**config.mk**
```make
export PLATFORM = sky130hd
export DESIGN_NAME = rtc_bcd_calendar
export DESIGN_NICKNAME = d
export VERILOG_FILES = /design/src/rtl/rtc_cal_pkg.sv /design/src/rtl/rtc_prescaler.sv /design/src/rtl/rtc_calendar.sv /design/src/rtl/rtc_alarm_cmp.sv /design/src/rtl/rtc_bcd_calendar.sv
export SDC_FILE = /design/constraint.sdc
export NUM_CORES = 1
export LEC_CHECK = 0
export BUFFER_PORTS_ARGS = -buffer_cell sky130_fd_sc_hd__buf_2
export CORE_ASPECT_RATIO = 0.7
export CORE_MARGIN = 4
export CORE_UTILIZATION = 55
export CTS_CLUSTER_DIAMETER = 200
export DETAILED_ROUTE_END_ITERATION = 8
export PLACE_DENSITY = 0.8
export SLEW_MARGIN = 40
export SYNTH_ARGS = -nofsm -noshare
export SYNTH_HDL_FRONTEND = slang
export SYNTH_SLANG_ARGS = --single-unit
```
**constraint.sdc**
```tcl
create_clock -name clk_i -period 3.5 [get_ports clk_i]
set_input_delay 0.525 -clock clk_i [delete_from_list [all_inputs] [get_ports clk_i]]
set_output_delay 0.525 -clock clk_i [all_outputs]
set_load 0.005 [all_outputs]
```
**src/rtl/rtc_cal_pkg.sv**
```systemverilog
package rtc_cal_pkg;

  localparam int NFIELD = 6;  // sec, min, hour, day, month, year

  typedef logic [NFIELD-1:0][7:0] date_t;

  localparam logic [2:0] OFS_TIME_HI  = 3'b000;  // 0x00..0x14
  localparam logic [2:0] OFS_ALARM_HI = 3'b001;  // 0x20..0x34
  localparam logic [7:0] OFS_CTRL     = 8'h40;
  localparam logic [7:0] OFS_STAT     = 8'h44;
  localparam logic [7:0] OFS_IEN      = 8'h48;

  function automatic logic [7:0] bcd_inc(input logic [7:0] v);
    if (v[3:0] == 4'h9) return {v[7:4] + 4'h1, 4'h0};
    return {v[7:4], v[3:0] + 4'h1};
  endfunction

  function automatic logic is_leap(input logic [7:0] yr);
    logic [7:0] bin;
    bin = ({4'h0, yr[7:4]} * 8'd10) + {4'h0, yr[3:0]};
    return bin[1:0] == 2'b00;
  endfunction

  function automatic logic [7:0] last_day(input logic [7:0] mon, input logic [7:0] yr);
    case (mon)
      8'h02:                      return is_leap(yr) ? 8'h29 : 8'h28;
      8'h04, 8'h06, 8'h09, 8'h11: return 8'h30;
      default:                    return 8'h31;
    endcase
  endfunction

  function automatic logic [7:0] field_limit(input int idx, input logic [7:0] mon,
                                             input logic [7:0] yr);
    case (idx)
      0, 1:    return 8'h59;
      2:       return 8'h23;
      3:       return last_day(mon, yr);
      4:       return 8'h12;
      default: return 8'h99;
    endcase
  endfunction

  function automatic logic [7:0] field_base(input int idx);
    return (idx == 3 || idx == 4) ? 8'h01 : 8'h00;
  endfunction

endpackage

```
**src/rtl/rtc_prescaler.sv**
```systemverilog
module rtc_prescaler #(
  parameter int PRESCALE = 32768  // must be at least 2
) (
  input  logic clk_i,
  input  logic rst_ni,
  input  logic run_i,
  input  logic tick_i,
  input  logic restart_i,
  output logic sec_tick_o,
  output logic busy_o
);
  localparam int CNT_W = (PRESCALE > 2) ? $clog2(PRESCALE) : 1;
  localparam logic [CNT_W-1:0] CNT_LAST = CNT_W'(PRESCALE - 1);

  logic [CNT_W-1:0] cnt_q;
  logic             at_last;

  assign at_last    = (cnt_q == CNT_LAST);
  assign busy_o     = run_i && at_last;
  assign sec_tick_o = run_i && tick_i && at_last && !restart_i;

  always_ff @(posedge clk_i) begin
    if (!rst_ni)                cnt_q <= '0;
    else if (restart_i)         cnt_q <= '0;
    else if (run_i && tick_i)   cnt_q <= at_last ? '0 : cnt_q + 1'b1;
  end

  // a restart always leaves the prescaler out of its final period
  p_restart_clears_busy_r3: assert property (@(posedge clk_i) disable iff (!rst_ni)
    restart_i |=> !busy_o);

  // busy persists while no tick and no restart arrive
  p_busy_holds_r6: assert property (@(posedge clk_i) disable iff (!rst_ni)
    (busy_o && !tick_i && !restart_i && run_i) |=> busy_o);

endmodule

```
**src/rtl/rtc_calendar.sv**
```systemverilog
module rtc_calendar
  import rtc_cal_pkg::*;
(
  input  logic       clk_i,
  input  logic       rst_ni,
  input  logic       step_i,
  input  logic       wr_en_i,
  input  logic [2:0] wr_idx_i,
  input  logic [7:0] wr_data_i,
  output date_t      time_o,
  output logic [3:0] roll_o     // {day, hour, min, sec} events
);
  date_t            t_q, t_nxt;
  logic [NFIELD:0]  carry;

  always_comb begin
    logic c;
    logic w;
    c = step_i;
    carry = '0;
    carry[0] = step_i;
    for (int i = 0; i < NFIELD; i++) begin
      w = (t_q[i] == field_limit(i, t_q[4], t_q[5]));
      t_nxt[i] = c ? (w ? field_base(i) : bcd_inc(t_q[i])) : t_q[i];
      c = c & w;
      carry[i+1] = c;
    end
  end

  always_ff @(posedge clk_i) begin
    if (!rst_ni) begin
      for (int i = 0; i < NFIELD; i++) t_q[i] <= field_base(i);
    end else if (wr_en_i) begin
      t_q[wr_idx_i] <= wr_data_i;
    end else if (step_i) begin
      t_q <= t_nxt;
    end
  end

  assign time_o = t_q;
  assign roll_o = (wr_en_i) ? 4'b0000 : carry[3:0];

  // without a step or a load the time does not move
  p_frozen_r2: assert property (@(posedge clk_i) disable iff (!rst_ni)
    (!step_i && !wr_en_i) |=> $stable(time_o));

  // seconds at 59 wrap to 00 on a step
  p_sec_wrap_r4: assert property (@(posedge clk_i) disable iff (!rst_ni)
    (step_i && !wr_en_i && time_o[0] == 8'h59) |=> (time_o[0] == 8'h00));

endmodule

```
**src/rtl/rtc_alarm_cmp.sv**
```systemverilog
module rtc_alarm_cmp
  import rtc_cal_pkg::*;
(
  input  logic       clk_i,
  input  logic       rst_ni,
  input  logic       wr_en_i,
  input  logic [2:0] wr_idx_i,
  input  logic [7:0] wr_data_i,
  input  date_t      now_i,
  output date_t      alarm_o,
  output logic       hit_o
);
  date_t             al_q;
  logic [NFIELD-1:0] eq;
  logic              match, match_q;

  generate
    for (genvar g = 0; g < NFIELD; g++) begin : g_cmp
      assign eq[g] = (al_q[g] == now_i[g]);
    end
  endgenerate

  assign match = &eq;
  assign hit_o = match && !match_q;
  assign alarm_o = al_q;

  always_ff @(posedge clk_i) begin
    if (!rst_ni) begin
      al_q    <= '0;
      match_q <= 1'b0;
    end else begin
      match_q <= match;
      if (wr_en_i) al_q[wr_idx_i] <= wr_data_i;
    end
  end

  // a hit is a single-cycle event per match
  p_hit_single_r8: assert property (@(posedge clk_i) disable iff (!rst_ni)
    hit_o |=> !hit_o);

endmodule

```
**src/rtl/rtc_bcd_calendar.sv**
```systemverilog
module rtc_bcd_calendar
  import rtc_cal_pkg::*;
#(
  parameter int PRESCALE = 32768
) (
  input  logic       clk_i,
  input  logic       rst_ni,
  input  logic       tick_i,
  input  logic [7:0] addr_i,
  input  logic       wr_en_i,
  input  logic [7:0] wr_data_i,
  output logic [7:0] rd_data_o,
  output logic       irq_o
);
  localparam int NFLAG = 5;  // status bits 2..6

  logic             in_field, is_time, is_alarm;
  logic [2:0]       fidx;
  logic             time_wr, alarm_wr, stat_wr;
  logic             run_q, ien_alarm_q, ien_timer_q;
  logic [NFLAG-1:0] flag_q, flag_set, flag_clr;
  logic             sec_tick, busy, alarm_hit;
  logic [3:0]       roll;
  date_t            now, alarm;

  assign fidx     = addr_i[4:2];
  assign in_field = (addr_i[1:0] == 2'b00) && (fidx < 3'(NFIELD));
  assign is_time  = in_field && (addr_i[7:5] == OFS_TIME_HI);
  assign is_alarm = in_field && (addr_i[7:5] == OFS_ALARM_HI);
  assign time_wr  = wr_en_i && is_time;
  assign alarm_wr = wr_en_i && is_alarm;
  assign stat_wr  = wr_en_i && (addr_i == OFS_STAT);

  rtc_prescaler #(.PRESCALE(PRESCALE)) u_pre (
    .clk_i, .rst_ni, .run_i(run_q), .tick_i, .restart_i(time_wr),
    .sec_tick_o(sec_tick), .busy_o(busy)
  );

  rtc_calendar u_cal (
    .clk_i, .rst_ni, .step_i(sec_tick), .wr_en_i(time_wr), .wr_idx_i(fidx),
    .wr_data_i, .time_o(now), .roll_o(roll)
  );

  rtc_alarm_cmp u_alm (
    .clk_i, .rst_ni, .wr_en_i(alarm_wr), .wr_idx_i(fidx), .wr_data_i,
    .now_i(now), .alarm_o(alarm), .hit_o(alarm_hit)
  );

  assign flag_set = {alarm_hit, roll};
  assign flag_clr = stat_wr ? wr_data_i[6:2] : '0;

  always_ff @(posedge clk_i) begin
    if (!rst_ni) begin
      run_q       <= 1'b0;
      ien_alarm_q <= 1'b0;
      ien_timer_q <= 1'b0;
      flag_q      <= '0;
    end else begin
      if (wr_en_i && addr_i == OFS_CTRL) run_q <= wr_data_i[0];
      if (wr_en_i && addr_i == OFS_IEN) begin
        ien_alarm_q <= wr_data_i[3];
        ien_timer_q <= wr_data_i[2];
      end
      flag_q <= (flag_q & ~flag_clr) | flag_set;
    end
  end

  always_comb begin
    rd_data_o = 8'h00;
    if (is_time)                  rd_data_o = now[fidx];
    else if (is_alarm)            rd_data_o = alarm[fidx];
    else if (addr_i == OFS_CTRL)  rd_data_o = {7'b0, run_q};
    else if (addr_i == OFS_STAT)  rd_data_o = {1'b0, flag_q, run_q, busy};
    else if (addr_i == OFS_IEN)   rd_data_o = {4'b0, ien_alarm_q, ien_timer_q, 2'b00};
  end

  assign irq_o = (flag_q[4] && ien_alarm_q) || (flag_q[0] && ien_timer_q);

  // a full match always raises the alarm flag
  p_alarm_sets_r8: assert property (@(posedge clk_i) disable iff (!rst_ni)
    alarm_hit |=> flag_q[4]);

  // writing one to a flag clears it unless a new event arrives
  p_w1c_sec_r7: assert property (@(posedge clk_i) disable iff (!rst_ni)
    (stat_wr && wr_data_i[2] && !roll[0]) |=> !flag_q[0]);

  // a disabled source never drives the interrupt
  p_irq_masked_r9: assert property (@(posedge clk_i) disable iff (!rst_ni)
    (!ien_alarm_q && !ien_timer_q) |-> !irq_o);

endmodule

```
Word level (Yosys, flattened, before mapping)
Cells that the tools add are included.

Flip-flop bits (word level): 120. Input bits: 20. Logic and storage cells: 176.

Multipliers: 1. Bitwise gates (word level): 9. Multiplexer cells: 49. Equality and inequality tests: 28. Order comparisons: 3. $add $sub $neg: 14. Reduce and logical (&&, ||, !) cells: 48.

Operator list (count): 8-bit 2-to-1 mux (28); 48-bit bitwise mux (2); 48-bit 2-to-1 mux (2); 8-bit equality test (7); 4-bit by 1-bit adder with 4-bit output (second input constant) (12); 8-bit binary-select mux with 3-bit select (2); 8-bit by 7-bit equality test with 1-bit output (second input constant) (5); 8-bit demux with 3-bit select (1); 4-bit equality test (second input constant) (6); 3-bit nonzero test (6); 8-bit by 3-bit equality test with 1-bit output (second input constant) (2); 8-bit by 5-bit equality test with 1-bit output (second input constant) (2); 1-bit logical AND (16); 8-bit case mux with 2 select lines (1); 15-bit by 1-bit adder with 15-bit output (second input constant) (1); 15-bit equality test (second input constant) (1); 15-bit 2-to-1 mux (1); 3-bit AND reduction (5); 7-bit 2-to-1 mux (2); 2-bit AND reduction (6); 2-bit nonzero test (6); 8-bit by 2-bit equality test with 1-bit output (second input constant) (1); 8-bit by 4-bit equality test with 1-bit output (second input constant) (1); 8-bit by 6-bit equality test with 1-bit output (second input constant) (1); 22 further kinds (35).

Logic depth before layout (Yosys ltp)
Depth after elaboration: 14. Gate-level depth with buffers: 9. Gate-level depth less buffers: 8.

Hierarchy
Synthesis repeated with hierarchy kept, for this count alone.

Cells, all modules: 984. Area, all modules: 7955.1 µm².

By module, submodules not included: rtc_calendar (cells each 451, instances 1, area each 3611.0 µm²); rtc_alarm_cmp (cells each 266, instances 1, area each 2268.4 µm²); rtc_bcd_calendar (cells each 182, instances 1, area each 1338.8 µm²); rtc_prescaler (cells each 85, instances 1, area each 737.0 µm²).

Least setup slack after synthesis
Ideal clock, no wire load.

Kind: input port to flip-flop. Start point: in addr_i[4]. End point: reg u_alm.al_q, in the netlist u_alm.alarm_o[40]. Stages: 9. Slack: 0.807 ns. Arrival time: 2.565 ns. Required time: 3.372 ns. Cells stage by stage: buf_2 > a21o_1 > or4_1 > clkbuf_1 > or2_1 > clkbuf_1 > nor2_1 > mux2i_1 > nor2_1.

Longest elaborated chain between the ends: 5. Elaborated cells between the ends (all ways): 10.

RTL lines: start, declared (line rtc_bcd_calendar.sv:9) `input logic [7:0] addr_i,`; 3-bit by 4-bit < comparator with 1-bit output (implied by the code) or 3-bit by 1-bit greater-or-equal comparator with 1-bit output (tied branches) (line rtc_alarm_cmp.sv:33) `if (wr_en_i) al_q[wr_idx_i] <= wr_data_i;`; 1-bit logical AND (implied by the code) (line rtc_alarm_cmp.sv:33); 8-bit 2-to-1 mux (implied by the code) (line rtc_alarm_cmp.sv:33); 8-bit demux with 3-bit select; 48-bit bitwise mux (line rtc_alarm_cmp.sv:33); end signal, assigned by index (line rtc_alarm_cmp.sv:33); end, declared (line rtc_alarm_cmp.sv:13) `date_t al_q;`.

Parallel ways exist; a longest one is shown, timed or not. A chain may end at the register's enable or synchronous reset.

Worst setup path in the final report
Start point: in addr_i[3]. End point: out rd_data_o[3].

Longest elaborated chain between the ends: 6. Elaborated cells between the ends (all ways): 16.

RTL lines: 8-bit by 7-bit equality test with 1-bit output (line rtc_bcd_calendar.sv:74) `else if (addr_i == OFS_IEN) rd_data_o = {4'b0, ien_alarm_q, ien_timer_q, 2'b00};`; 4-bit 2-to-1 mux (line rtc_bcd_calendar.sv:74); 7-bit 2-to-1 mux (line rtc_bcd_calendar.sv:73) `else if (addr_i == OFS_STAT) rd_data_o = {1'b0, flag_q, run_q, busy};`; 7-bit 2-to-1 mux (line rtc_bcd_calendar.sv:72) `else if (addr_i == OFS_CTRL) rd_data_o = {7'b0, run_q};`; 8-bit 2-to-1 mux (line rtc_bcd_calendar.sv:71) `else if (is_alarm) rd_data_o = alarm[fidx];`; 8-bit 2-to-1 mux * (line rtc_bcd_calendar.sv:70) `if (is_time) rd_data_o = now[fidx];`; end, declared (line rtc_bcd_calendar.sv:12) `output logic [7:0] rd_data_o,`.

Mark *: on every way between the ends. The rest lies on a longest branch, timed or not. The select of a mux whose other input is x is not followed.

==> results.md <==
* I/O Pins at 29
* Grt total ovfl at 0
* Top-area cell type share of the netlist area at 31.5%
* Number of synthesized register bits at 120
* Crit path max-delay family: compound AO/OA/AOI/OAI gates
* Top routing layer used: met4
* Slew Limit Fails at 0
* Final setup fails at 0
* Worst-margin pin slew at 0.679 ns
* Met1 wire length at 10600 µm
* Post-Route WL at 25700 µm
* DR vias at 7520
* P per Cell Area at 408 nW/µm²
* Asr flop ratio synth at 0%
* Run status: completed
* Number of flops mapped to enable cells by yosys at 0
* Netlist cell types at 73
* Reg clk slew, reported paths at 0.07 ns
* RSZ-0062 raised after global routing: false
* Post-synthesis sequential area ratio at 31.5%
* PortBufs at 28
* CP max stage cell: or4_1
* RR Endpoint: u_cal.time_o[29]
* Antenna Nets Post-Route at 0
* Crit path DAT at 2.54 ns
* Slowest stage delay, CP at 0.62 ns
* Max IR drop VDD at 0.286 mV
* Metal3 WL at 4260 µm
* Primary FF master, synth: dfxtp_1
* Min Tclk post-route at 3.07 ns
* Hold_ws at 0.446 ns
* Met2 wire len at 10000 µm
* CP required at 2.97 ns
* Core area at 13400 µm²
* Cell count after synthesis at 916
* Initial cell density of the core at 57.1%
* Die height at 107 µm
* Commonest non-fill, non-tap cell in the layout: dfxtp_1
* First-pass GRT wire length at 40000 µm
* Largest net degree at the start of global routing at 45
* Pre-CTS setup slack at 0.456 ns
* Number of gates resized after CTS at 0
* DR WL/cell at 22.8 µm
* Min-delay src: u_pre.cnt_q[14]
* R2R setup slack at 0.47 ns
* CTS tree: built
* Placer Congestion at 1.05
* Post-Synthesis Cell Area at 7630 µm²
* Worst Hold Endpoint: u_pre.cnt_q[14]
* CTS buffer count at 17
* Worst Path Buf+Inv at 2
* Hold Vio Cnt, Final at 0
* Syn nets at 959
* DRC errors left at 0
* Final worst-path cycle share at 87.7%
* Lkg Pwr at 3.33 nW
* Number of clock sinks at 120
* Root buf cell: clkbuf_16
* Synth-to-layout area growth at 12.5%
* Initial DRC count at 1256
* Setup repair bufs after CTS at 0
* Row cnt at 35
* # nets final at 972
* Cts hold-fix bufs at 0
* Area contributors post-synth: dfxtp_1 31%, mux2i_1 8.9%, xor2_1 6.3%, nor2_1 5.6%, mux4_2 4.7%
* Setup ws final at 0.432 ns
* Critical path type: primary input to output pin
* Diode count at 0
* First-pass detailed-route iteration total at 7
* Cell mode on critical path: buf_2
* Via density at 6.67
* Worst min path class: register to register
* Die area at 15900 µm²
* Fmax at 0.326 GHz
* R2r startpoint: u_cal.time_o[37]
* Reg2Reg Depth at 8
* Clk_skew at 0.0100 ns
* DP Wirelength at 18500 µm
* Share of cells above drive strength 1 at 13.0%
* Crit path max fanout at 10
* Hold path depth at 2
* Crit path launch type: primary input
* Die X at 149 µm
* Leading area contributor after synthesis: dfxtp_1
* Dpl cells at 1095
* Synthesis Warnings at 0
* Number of global-route vias before repair at 6717
* Initial antenna violation count at 0
* Syn avg cell area at 8.33 µm²
* Worst-path cell chain: buf_2 -> a21o_1 -> or4_1 -> nor2_1 -> o21ai_0 -> o22ai_1 -> a21oi_1 -> buf_2
* TNS Setup at 0 ns
* Post-Layout Cell Count at 1127
* Clock buffer depth at 2
* Relative slew margins at 54.7%
* CTS H-tree lvls at 4
* Crit. path cell count at 8
* Worst setup EP type: output pin
* Worst-Skew Late Latency at 0.42 ns
* Most frequent cells in the layout: 120 x dfxtp_1, 114 x nor2_1, 70 x nand2_1
* All-Layer GR Usage at 32.9%
* Max-cap violations at 0
==> flip-flops by register name (all words and copies together) (netlist names) <==
name and flops:
u_pre.cnt_q 15, ien_alarm_q 1, flag_q 5, u_alm.match_q 1, ien_timer_q 1, u_cal.time_o 48, run_q 1, u_alm.alarm_o 48
==> worst register-to-register path: stages, from the launching register on <==
cell	delay, ns
dfxtp_1	0.38
inv_1	0.11
ha_1	0.20
or3b_4	0.41
o32a_1	0.21
o41ai_2	0.59
a21o_1	0.39
o311ai_0	0.25
a221oi_1	0.36
==> stage by stage <==
stage	power, mW	util (%)	instance area (µm²)
after floorplan	1.50	-	7630
after global placement	1.56	59.4	7930
after detailed placement	1.56	59.4	7930
after CTS	3.49	64.2	8580
after global routing	3.56	64.3	8580
final	3.50	64.3	8580
==> kinds of logic after synthesis <==
| logic type | count (synthesis) | share of synthesized area (%) |
|---|---|---|
| flip-flops | 120 | 31.5 |
| adder cells (fa/ha/maj) | 23 | 3.77 |
| XOR/XNOR | 67 | 7.69 |
| multiplexers | 84 | 13.6 |
| AO/OA/AOI/OAI | 208 | 17.7 |
| AND/OR/NAND/NOR | 326 | 21.1 |
| buffers and inverters | 88 | 4.59 |
==> worst max-delay path by stage <==
stage	to	startpoint	slack (ns)
floorplan	u_alm.alarm_o[40]	addr_i[4]	0.81
global placement	u_alm.alarm_o[33]	addr_i[3]	0.50
detailed placement	u_alm.alarm_o[38]	addr_i[3]	0.46
CTS	rd_data_o[3]	addr_i[3]	0.51
global route	u_cal.time_o[47]	u_cal.time_o[37]	0.31
finish	rd_data_o[3]	addr_i[3]	0.43
==> layer usage <==
layer,up-vias,GRT usage [%]
met2,589,43.6
met5,-,0
met4,0,10.6
met1,3493,48.9
met3,84,11.9
li1,3354,-
==> cell usage after synthesis, drive strengths merged, types with 12 or more instances <==
cell,number
nor4,26
a211oi,16
clkbuf,44
dfxtp,120
ha,23
xnor2,12
mux4,16
xor2,55
inv,34
o21ai,59
nand3,30
mux2i,68
nand2,70
nor2,118
a21oi,59
==> power breakdown <==
| part | switching [mW] | internal (mW) | total (mW) |
|---|---|---|---|
| Clock | 0.737 | 1.23 | 1.97 |
| Combinational | 0.121 | 0.0420 | 0.163 |
| Sequential | 0.00374 | 1.37 | 1.37 |
==> area by class of cell <==
class	instances	area, µm²
Multi-Input combinational cell	708	4880
Clock inverter	14	208
Sequential cell	120	2400
Fill cell	1131	4770
Tap cell	185	231
Timing Repair Buffer	48	290
Clock buffer	18	439
Inverter	34	129
(Power assumes the default switching activity.)
